**src/rtl/sw_irq_pkg.sv**
```systemverilog
package sw_irq_pkg;
  localparam int unsigned BUS_W  = 32;
  localparam int unsigned LANES  = BUS_W / 8;
  localparam int unsigned SET_POS  = 1;
  localparam int unsigned FLAG_POS = 0;

  typedef enum logic [1:0] {
    SZ_BYTE = 2'd0,
    SZ_HALF = 2'd1,
    SZ_WORD = 2'd2,
    SZ_RSVD = 2'd3
  } acc_size_e;

  function automatic logic [7:0] lane_byte(input logic [BUS_W-1:0] data, input int unsigned lane);
    return data[BUS_W-1-8*lane -: 8];
  endfunction
endpackage

```
**src/rtl/sw_irq_decode.sv**
```systemverilog
module sw_irq_decode
  import sw_irq_pkg::*;
#(
  parameter int unsigned N_REGS = 8,
  parameter int unsigned ADDR_W = $clog2(N_REGS)
) (
  input  logic              req_i,
  input  logic              we_i,
  input  logic [ADDR_W-1:0] addr_i,
  input  logic [1:0]        size_i,
  output logic [LANES-1:0]  lane_en_o,
  output logic [N_REGS-1:0] wr_en_o,
  output logic              err_o
);
  localparam int unsigned OFF_W = $clog2(LANES);

  logic [OFF_W-1:0]  off;
  logic [OFF_W+1:0]  nbytes;
  logic [OFF_W+1:0]  end_pos;
  logic              bad;

  assign off     = addr_i[OFF_W-1:0];
  assign nbytes  = (OFF_W+2)'(1) << size_i;
  assign end_pos = (OFF_W+2)'(off) + nbytes;
  assign bad     = (acc_size_e'(size_i) == SZ_RSVD) || (end_pos > (OFF_W+2)'(LANES));
  assign err_o   = req_i && bad;

  for (genvar b = 0; b < LANES; b++) begin : g_lane
    assign lane_en_o[b] = req_i && !bad &&
                          ((OFF_W+2)'(b) >= (OFF_W+2)'(off)) &&
                          ((OFF_W+2)'(b) <  end_pos);
  end

  for (genvar i = 0; i < N_REGS; i++) begin : g_reg
    assign wr_en_o[i] = we_i && lane_en_o[i % LANES] &&
                        (addr_i[ADDR_W-1:OFF_W] == (ADDR_W-OFF_W)'(i / LANES));
  end
endmodule

```
**src/rtl/sw_irq_flag_cell.sv**
```systemverilog
module sw_irq_flag_cell (
  input  logic clk_i,
  input  logic rst_ni,
  input  logic wr_en_i,
  input  logic raise_i,
  input  logic clear_i,
  output logic flag_o
);
  always_ff @(posedge clk_i or negedge rst_ni) begin
    if (!rst_ni) begin
      flag_o <= 1'b0;
    end else if (wr_en_i) begin
      // raise dominates a simultaneous clear
      if (raise_i)      flag_o <= 1'b1;
      else if (clear_i) flag_o <= 1'b0;
    end
  end
endmodule

```
**src/rtl/sw_irq_rsp.sv**
```systemverilog
module sw_irq_rsp
  import sw_irq_pkg::*;
#(
  parameter int unsigned N_REGS = 8,
  parameter int unsigned ADDR_W = $clog2(N_REGS)
) (
  input  logic              clk_i,
  input  logic              rst_ni,
  input  logic              rd_i,
  input  logic              err_i,
  input  logic [ADDR_W-1:0] addr_i,
  input  logic [LANES-1:0]  lane_en_i,
  input  logic [N_REGS-1:0] flags_i,
  output logic [BUS_W-1:0]  rdata_o,
  output logic              err_o
);
  localparam int unsigned OFF_W = $clog2(LANES);

  logic [BUS_W-1:0] rdata_d;

  for (genvar b = 0; b < LANES; b++) begin : g_lane
    logic flag_sel;
    assign flag_sel = flags_i[{addr_i[ADDR_W-1:OFF_W], OFF_W'(b)}];
    always_comb begin
      rdata_d[BUS_W-1-8*b -: 8] = 8'h00;
      if (rd_i && lane_en_i[b]) rdata_d[BUS_W-1-8*b-(7-FLAG_POS)] = flag_sel;
    end
  end

  always_ff @(posedge clk_i or negedge rst_ni) begin
    if (!rst_ni) begin
      rdata_o <= '0;
      err_o   <= 1'b0;
    end else begin
      rdata_o <= rdata_d;
      err_o   <= err_i;
    end
  end
endmodule

```
**src/rtl/sw_irq_flag_bank.sv**
```systemverilog
module sw_irq_flag_bank
  import sw_irq_pkg::*;
#(
  parameter int unsigned N_REGS = 8,
  parameter int unsigned ADDR_W = $clog2(N_REGS)
) (
  input  logic              clk_i,
  input  logic              rst_ni,
  input  logic              req_i,
  input  logic              we_i,
  input  logic [ADDR_W-1:0] addr_i,
  input  logic [1:0]        size_i,
  input  logic [BUS_W-1:0]  wdata_i,
  output logic [BUS_W-1:0]  rdata_o,
  output logic              err_o,
  output logic [N_REGS-1:0] irq_o
);
  logic [LANES-1:0]  lane_en;
  logic [N_REGS-1:0] wr_en;
  logic [N_REGS-1:0] flags;
  logic              acc_err;

  sw_irq_decode #(.N_REGS(N_REGS), .ADDR_W(ADDR_W)) u_decode (
    .req_i     (req_i),
    .we_i      (we_i),
    .addr_i    (addr_i),
    .size_i    (size_i),
    .lane_en_o (lane_en),
    .wr_en_o   (wr_en),
    .err_o     (acc_err)
  );

  for (genvar i = 0; i < N_REGS; i++) begin : g_cell
    logic [7:0] wbyte;
    assign wbyte = lane_byte(wdata_i, i % LANES);
    sw_irq_flag_cell u_cell (
      .clk_i   (clk_i),
      .rst_ni  (rst_ni),
      .wr_en_i (wr_en[i]),
      .raise_i (wbyte[SET_POS]),
      .clear_i (wbyte[FLAG_POS]),
      .flag_o  (flags[i])
    );
  end

  sw_irq_rsp #(.N_REGS(N_REGS), .ADDR_W(ADDR_W)) u_rsp (
    .clk_i     (clk_i),
    .rst_ni    (rst_ni),
    .rd_i      (req_i && !we_i),
    .err_i     (acc_err),
    .addr_i    (addr_i),
    .lane_en_i (lane_en),
    .flags_i   (flags),
    .rdata_o   (rdata_o),
    .err_o     (err_o)
  );

  always_ff @(posedge clk_i or negedge rst_ni) begin
    if (!rst_ni) irq_o <= '0;
    else         irq_o <= flags;
  end
endmodule

```
**config.mk**
```make
export PLATFORM = sky130hd
export DESIGN_NAME = sw_irq_flag_bank
export DESIGN_NICKNAME = d
export VERILOG_FILES = /design/src/rtl/sw_irq_pkg.sv /design/src/rtl/sw_irq_decode.sv /design/src/rtl/sw_irq_flag_cell.sv /design/src/rtl/sw_irq_rsp.sv /design/src/rtl/sw_irq_flag_bank.sv
export SDC_FILE = /design/constraint.sdc
export NUM_CORES = 1
export LEC_CHECK = 0
export CORE_AREA = 2 2 63 65
export CTS_CLUSTER_DIAMETER = 150
export DETAILED_ROUTE_END_ITERATION = 10
export DIE_AREA = 0 0 65 67
export HOLD_SLACK_MARGIN = 0.1
export PLACE_DENSITY = 0.78
export SYNTH_ARGS = -nofsm -noshare
export SYNTH_HDL_FRONTEND = slang
export SYNTH_SLANG_ARGS = --single-unit
```
**constraint.sdc**
```tcl
create_clock -name clk_i -period 0.8 [get_ports clk_i]
set_input_delay 0.16 -clock clk_i [delete_from_list [all_inputs] [get_ports clk_i]]
set_output_delay 0.16 -clock clk_i [all_outputs]
set_load 0.05 [all_outputs]
```
Word-level counts from Yosys, hierarchy flattened
Index checks and enable logic that the tools add are counted.

storage, ports and cells
  word-level logic and storage cells = 88
  bits in latches = 0
  memories kept = 0
  register bits after elaboration = 21
  input port bits = 41
  output and inout port bits = 41
  ROM bits = 0
  bits in writable memories = 0

cells by class
  multipliers = 0
  reductions and logical operators = 41
  $add $sub $neg = 1
  mux-type cells = 20
  divide/modulo/power cells = 0
  order comparisons = 12
  shift-type cells = 1
  equal/unequal tests = 1
  bitwise operators = 1

operators with widths
  operator                                                                          count
  1-bit logical AND                                                                 26
  1-bit 2-to-1 mux                                                                  20
  3-bit by 4-bit < comparator with 1-bit output (second input constant)             4
  2-bit AND reduction                                                               8
  1-bit by 4-bit < comparator with 1-bit output (first input constant)              2
  2-bit by 4-bit < comparator with 1-bit output (first input constant)              2
  2-bit nonzero test                                                                4
  2-bit by 4-bit adder with 4-bit output                                            1
  1-bit by 2-bit >= comparator with 1-bit output (first input constant)             2
  4-bit by 3-bit greater-than comparator with 1-bit output (second input constant)  1
  1-bit by 2-bit << shifter with 4-bit output (first input constant)                1
  2-bit == test (second input constant)                                             1
  2-bit >= comparator (first input constant)                                        1
  1-bit logical NOT                                                                 2
  1-bit logical OR                                                                  1
  1-bit NOT                                                                         1

Logic depth before layout (Yosys ltp)
  word-level depth = 11
  mapped depth = 8
  gate-level depth less buffers = 7

Cells and area by module
A second synthesis with hierarchy kept.

second synthesis, totals
  cells, all modules = 125
  area, all modules = 1224.9 um^2

modules (own cells, without submodules)
  module            seq. area each (um^2)  area each (um^2)  cells an instance  instances
  sw_irq_rsp        125.1                  414.1             47                 1
  sw_irq_flag_cell  25.0                   37.5              3                  8
  sw_irq_decode     0.0                    296.5             45                 1
  sw_irq_flag_bank  200.2                  214.0             9                  1

Least setup slack after synthesis
Ideal clock, no wire load.

  kind = input-to-reg
  start = input port size_i[1]
  end = register u_rsp.rdata_o[16]
  cell stages on the path = 8
  slack = -1.453 ns
  data arrival time = 2.172 ns
  setup time = 0.080 ns
  required time = 0.720 ns
  path buffers = 1
  cells stage by stage = buf_2 -> nor2_1 -> ha_1 -> fa_1 -> o31ai_1 -> a31oi_1 -> or4_4 -> nor3_2

on the way
  longest elaborated chain between the ends = 10
  elaborated cells on any way between the ends = 12
  classes of those cells = add/sub (1); order compare (2); eq/ne (1); shift (1); mux (1); reduce/logical (6)

ends and longest elaborated chain
  item                                                      RTL line                RTL
  start: declaration                                        sw_irq_flag_bank.sv:12  input logic [1:0] size_i,
  1-bit by 2-bit << shifter with 4-bit output               sw_irq_decode.sv:23     assign nbytes = (OFF_W+2)'(1) << size_i;
  2-bit by 4-bit adder with 4-bit output                    sw_irq_decode.sv:24     assign end_pos = (OFF_W+2)'(off) + nbytes;
  4-bit by 3-bit greater-than comparator with 1-bit output  sw_irq_decode.sv:25     assign bad = (acc_size_e'(size_i) == SZ_RSVD) || (end_pos > (OFF_W+2)'(LANES));
  1-bit logical OR                                          sw_irq_decode.sv:25
  1-bit logical NOT                                         sw_irq_decode.sv:29     assign lane_en_o[b] = req_i && !bad &&
  1-bit logical AND (2 in a row)                            sw_irq_decode.sv:29
  1-bit logical AND *                                       sw_irq_decode.sv:30     ((OFF_W+2)'(b) >= (OFF_W+2)'(off)) &&
  1-bit logical AND *                                       sw_irq_rsp.sv:26        if (rd_i && lane_en_i[b]) rdata_d[BUS_W-1-8*b-(7-FLAG_POS)] = flag_sel;
  1-bit 2-to-1 mux *                                        sw_irq_rsp.sv:26
  net u_rsp.rdata_d[16]                                     sw_irq_rsp.sv:19        logic [BUS_W-1:0] rdata_d;
  end signal: assignment                                    sw_irq_rsp.sv:35        rdata_o <= rdata_d;
  end: declaration                                          sw_irq_rsp.sv:14        output logic [BUS_W-1:0] rdata_o,

The timed path passes the listed nets; every way through them passes the cells marked *.
A chain may end at the register's enable or synchronous reset.

Final worst setup path
  start = input port size_i[1]
  end = register g_cell[1].u_cell.flag_o

on the way
  longest elaborated chain between the ends = 11
  elaborated cells on any way between the ends = 13
  classes of those cells = add/sub (1); order compare (2); eq/ne (1); shift (1); reduce/logical (8)

ends and longest elaborated chain
  item                                                      RTL line                RTL
  1-bit by 2-bit << shifter with 4-bit output               sw_irq_decode.sv:23
  2-bit by 4-bit adder with 4-bit output                    sw_irq_decode.sv:24
  4-bit by 3-bit greater-than comparator with 1-bit output  sw_irq_decode.sv:25
  1-bit logical OR                                          sw_irq_decode.sv:25
  1-bit logical NOT                                         sw_irq_decode.sv:29
  1-bit logical AND (2 in a row)                            sw_irq_decode.sv:29
  1-bit logical AND *                                       sw_irq_decode.sv:30
  1-bit logical AND * (2 in a row)                          sw_irq_decode.sv:35     assign wr_en_o[i] = we_i && lane_en_o[i % LANES] &&
  2-bit AND reduction (no source line) *                    --
  end signal: assignment                                    sw_irq_flag_cell.sv:11  flag_o <= 1'b0;
  end signal: assignment                                    sw_irq_flag_cell.sv:14  if (raise_i) flag_o <= 1'b1;
  end signal: assignment                                    sw_irq_flag_cell.sv:15  else if (clear_i) flag_o <= 1'b0;
  end: declaration                                          sw_irq_flag_cell.sv:7   output logic flag_o

Mark *: on every way between the ends. The rest lies on a longest branch, timed or not.

==> impl_metrics.csv <==
group,metric,value,unit
status,outcome,"finished, violations left",
status,failed_checks,"setup timing",
power_and_ir_drop,internal_power,2590,uW
power_and_ir_drop,power_switching_share,39.6,%
worst_setup_path,reg2reg_setup_slack,-0.04,ns
job,maxCapViolations,0,
clocking,clock-root-buffer,"clkbuf_8",
logic_synthesis,synth-adder-area-share,3.53,%
worst_setup_path,crit_path_max_fanout,4,
clocking,cts_hold_buf,0,
layout,regArea,526,um^2
logic_synthesis,synth.ff_latch_count,21,
floorplanning,floorplan.die.width,65,um
worst_setup_path,start_kind,"input pin",
sta,achievable-frequency,543,MHz
detailed_routing,route.detailed.vias_per_inst,4.59,
floorplanning,rows,22,
sta,report.final.slew_viol_count,0,
layout,stdcell_count,227,
logic_synthesis,post_synth_xor_area_fraction,2.45,%
floorplanning,i_o_pins,82,
logic_synthesis,synth_top_family_by_area,"buffers and inverters",
layout,post_route_cells_drive_above_1_share,41.3,%
clocking,cts_tree,"done",
logic_synthesis,netlist_top_cells_area,"dfrtp_1 (41%), buf_4 (16%), mux2i_1 (3.1%)",
clocking,cts-htree-levels,1,
sta,timing.final.crit_share,230,%
detailed_routing,avgRoutedWirePerCell,13.1,um
logic_synthesis,synthesis.yosys.warnings,0,
layout,multi_input_comb_area,785,um^2
logic_synthesis,syn_avg_cell_area,10.5,um^2
power_and_ir_drop,p_switching,1700,uW
floorplanning,core_region_area,3610,um^2
power_and_ir_drop,share_clk_of_total_power,15.5,%
logic_synthesis,synth_simple_gate_area_share,16.7,%
worst_setup_path,setup.worst_path.end_class,"flop",
logic_synthesis,seq_area_frac_synth,41.2,%
worst_setup_path,timing.critical_path.required,0.99,ns
sta,finalWorstSetupSlack,-1.04,ns
global_route,grt_antenna_before_repair,0,
clocking,cts-buffers-inserted,3,
logic_synthesis,synth_top_cell_area_share,41.2,%
detailed_routing,postRouteWirelength,2.98,mm
detailed_routing,drt_iter0_markers,23,
detailed_routing,drt.antenna.violating_nets,0,
floorplanning,design.die.area,4360,um^2
logic_synthesis,synth_edf_count,0,
power_and_ir_drop,vdd_ir_drop_max,0.000799,V
detailed_routing,detailroute.via_count,1041,
detailed_routing,firstDrtPassIters,4,
place,placed_cells,218,
sta,setup_repair_after_global_routing_missed_its_margin,"yes",
layout,fillCellCount,288,
sta,report.final.setup_viol,26,
worst_setup_path,worstSetupPathType,"input pin to flop",
global_route,global_route_congestion_overflow_total,0,
power_and_ir_drop,power.leakage,0.000912,uW
logic_synthesis,synth_mux_area_share,3.14,%
power_and_ir_drop,total_power,4290,uW
global_route,first_global_vias,1040,
place,place.gp.congestion,0.818,
worst_setup_path,crit_path_start,"size_i[1]",
floorplanning,die_height,67,um
logic_synthesis,synth-compound-area-share,15.3,%
clocking,clk_pin_slew_worst_paths,0.07,ns
sta,final.setup_skew,0.000576,ns
global_route,groute.usage.overall,15.3,%
logic_synthesis,syn_inst,121,
global_route,maximum_number_of_pins_on_one_net_before_global_route_repair,22,
power_and_ir_drop,p_seq_share,34.8,%
clocking,cts.path.max_buffers,2,
logic_synthesis,async_reset_ff_share,100,%
layout,antenna_diode_count,0,
layout,layout.nets,224,
floorplanning,initial_core_util,35.4,%
worst_hold_path,hp-class,"input pin to asynchronous set/reset pin",
place,hpwl,2.12,mm
sta,final.min_clock_period,1.84,ns
logic_synthesis,netlist_area,1280,um^2
worst_setup_path,reg2reg_depth,2,
layout,area_growth_syn_to_layout,62.9,%
logic_synthesis,synth_top_area_cell,"dfrtp_1",
global_route,grt_first_pass_wirelength,4.89,mm
power_and_ir_drop,cellPowerDensity,2060,nW/um^2
clocking,worst_skew_pair.late_latency,0.25,ns
logic_synthesis,ys.flop_type,"dfrtp_1",
sta,hold_viol,0,
worst_setup_path,worst_r2r_startpoint,"g_cell[2].u_cell.flag_o",
place,port_buffers,29,
layout,leading_cell_types_in_the_layout_fill_and_taps_excluded,"conb_1 (28), buf_4 (25), dfrtp_1 (21)",
clocking,clkSinkCount,21,
worst_setup_path,timing.critical_path.arrival,2.03,ns
sta,finalSetupTns,-14.00,ns
detailed_routing,remaining_drc_errors,0,
layout,final_common_cell,"conb_1",
logic_synthesis,post_synth_num_cell_types,36,
power_and_ir_drop,portion_of_total_power_attributed_to_combinational_logic,49.7,%
-- worst paths after layout --
| kind | endpoint |
|---|---|
| worst max-delay path | g_cell[1].u_cell.flag_o |
| worst min-delay path | irq_o[1] |
| worst max register to register | u_rsp.rdata_o[8] |
| worst min register to register | irq_o[0] |
| max in group asynchronous | g_cell[4].u_cell.flag_o |
| min in group clk_i | u_rsp.rdata_o[24] |
-- synth_stat cells, drive strengths merged, types with 2 or more instances --
master,number
nor3,4
mux2i,4
nand3,6
a311oi,2
o2bb2ai,4
buf,29
nor2b,4
dfrtp,21
nand2,6
o21ai,3
nand2b,4
nor2,3
o41ai,2
ha,2
nand4,4
o31ai,5
-- power by group through the flow --
stage / sequential [uW] / clock, uW / combinational [uW]
6_report: 1500 / 666 / 2130
5_1_grt: 1530 / 721 / 2230
4_1_cts: 1490 / 674 / 2070
3_5_place_dp: 1510 / 0 / 1930
3_3_place_gp: 1500 / 0 / 1910
2_1_floorplan: 1850 / 0 / 797
-- cell families after synthesis --
kind of cell / Yosys count
other: 1
buffers and inverters: 31
multiplexers: 4
AND/OR/NAND/NOR: 37
AO/OA/AOI/OAI: 22
XOR/XNOR: 2
flip-flops: 21
adder cells (fa/ha/maj): 3
-- routing by layer --
metal / vias to the layer above / track usage (%) / wire length, um / share of wire (%)
met5: - / 0 / 0 / 0
met4: 0 / 9.57 / 81 / 2.7
met3: 6 / 3.72 / 228 / 7.6
met2: 49 / 25.8 / 1500 / 50
met1: 487 / 17.4 / 1170 / 39
li1: 499 / - / - / -
-- state kept, by name (all words and copies together), names as in the netlist --
| name | flops |
|---|---|
| u_rsp.err_o | 1 |
| u_rsp.rdata_o | 4 |
| irq_o | 8 |
| g_cell.u_cell.flag_o | 8 |
-- per-stage QoR --
step           instance area, um^2  setup slack (ns)  util (%)  hold slack, ns
3_5_place_dp                  1860             -1.76      51.7           0.387
3_3_place_gp                  1860             -1.70      51.7           0.390
4_1_cts                       2040             -1.03      56.6           0.249
5_1_grt                       2080             -1.11      57.7           0.257
6_report                      2080             -1.04      57.7           0.246
2_1_floorplan                 1430             -1.23         -          -0.136
-- final cells by class --
type / instances / share of cell area, %
Clock buffer: 3 / 1.99
Clock inverter: 1 / 0.241
Inverter: 1 / 0.181
Multi-Input combinational cell: 96 / 37.7
Sequential cell: 21 / 25.3
Tap cell: 48 / 2.89
Timing Repair Buffer: 57 / 31.7
-- worst max-delay path, stage by stage --
cell and delay [ns]:
buf_8 0.11, nor2_4 0.11, ha_4 0.14, fa_2 0.48, o31ai_4 0.27, a31oi_1 0.09, or4_4 0.53, o21ai_2 0.14
-- repair_timing --
action                                  in CTS  in global routing
endpoints found under the setup margin      26                 26
pin swaps                                   20                  3
gates resized for setup                     37                  7
buffers inserted                             4                  1
Note: power is estimated with default switching activity, not from simulation.
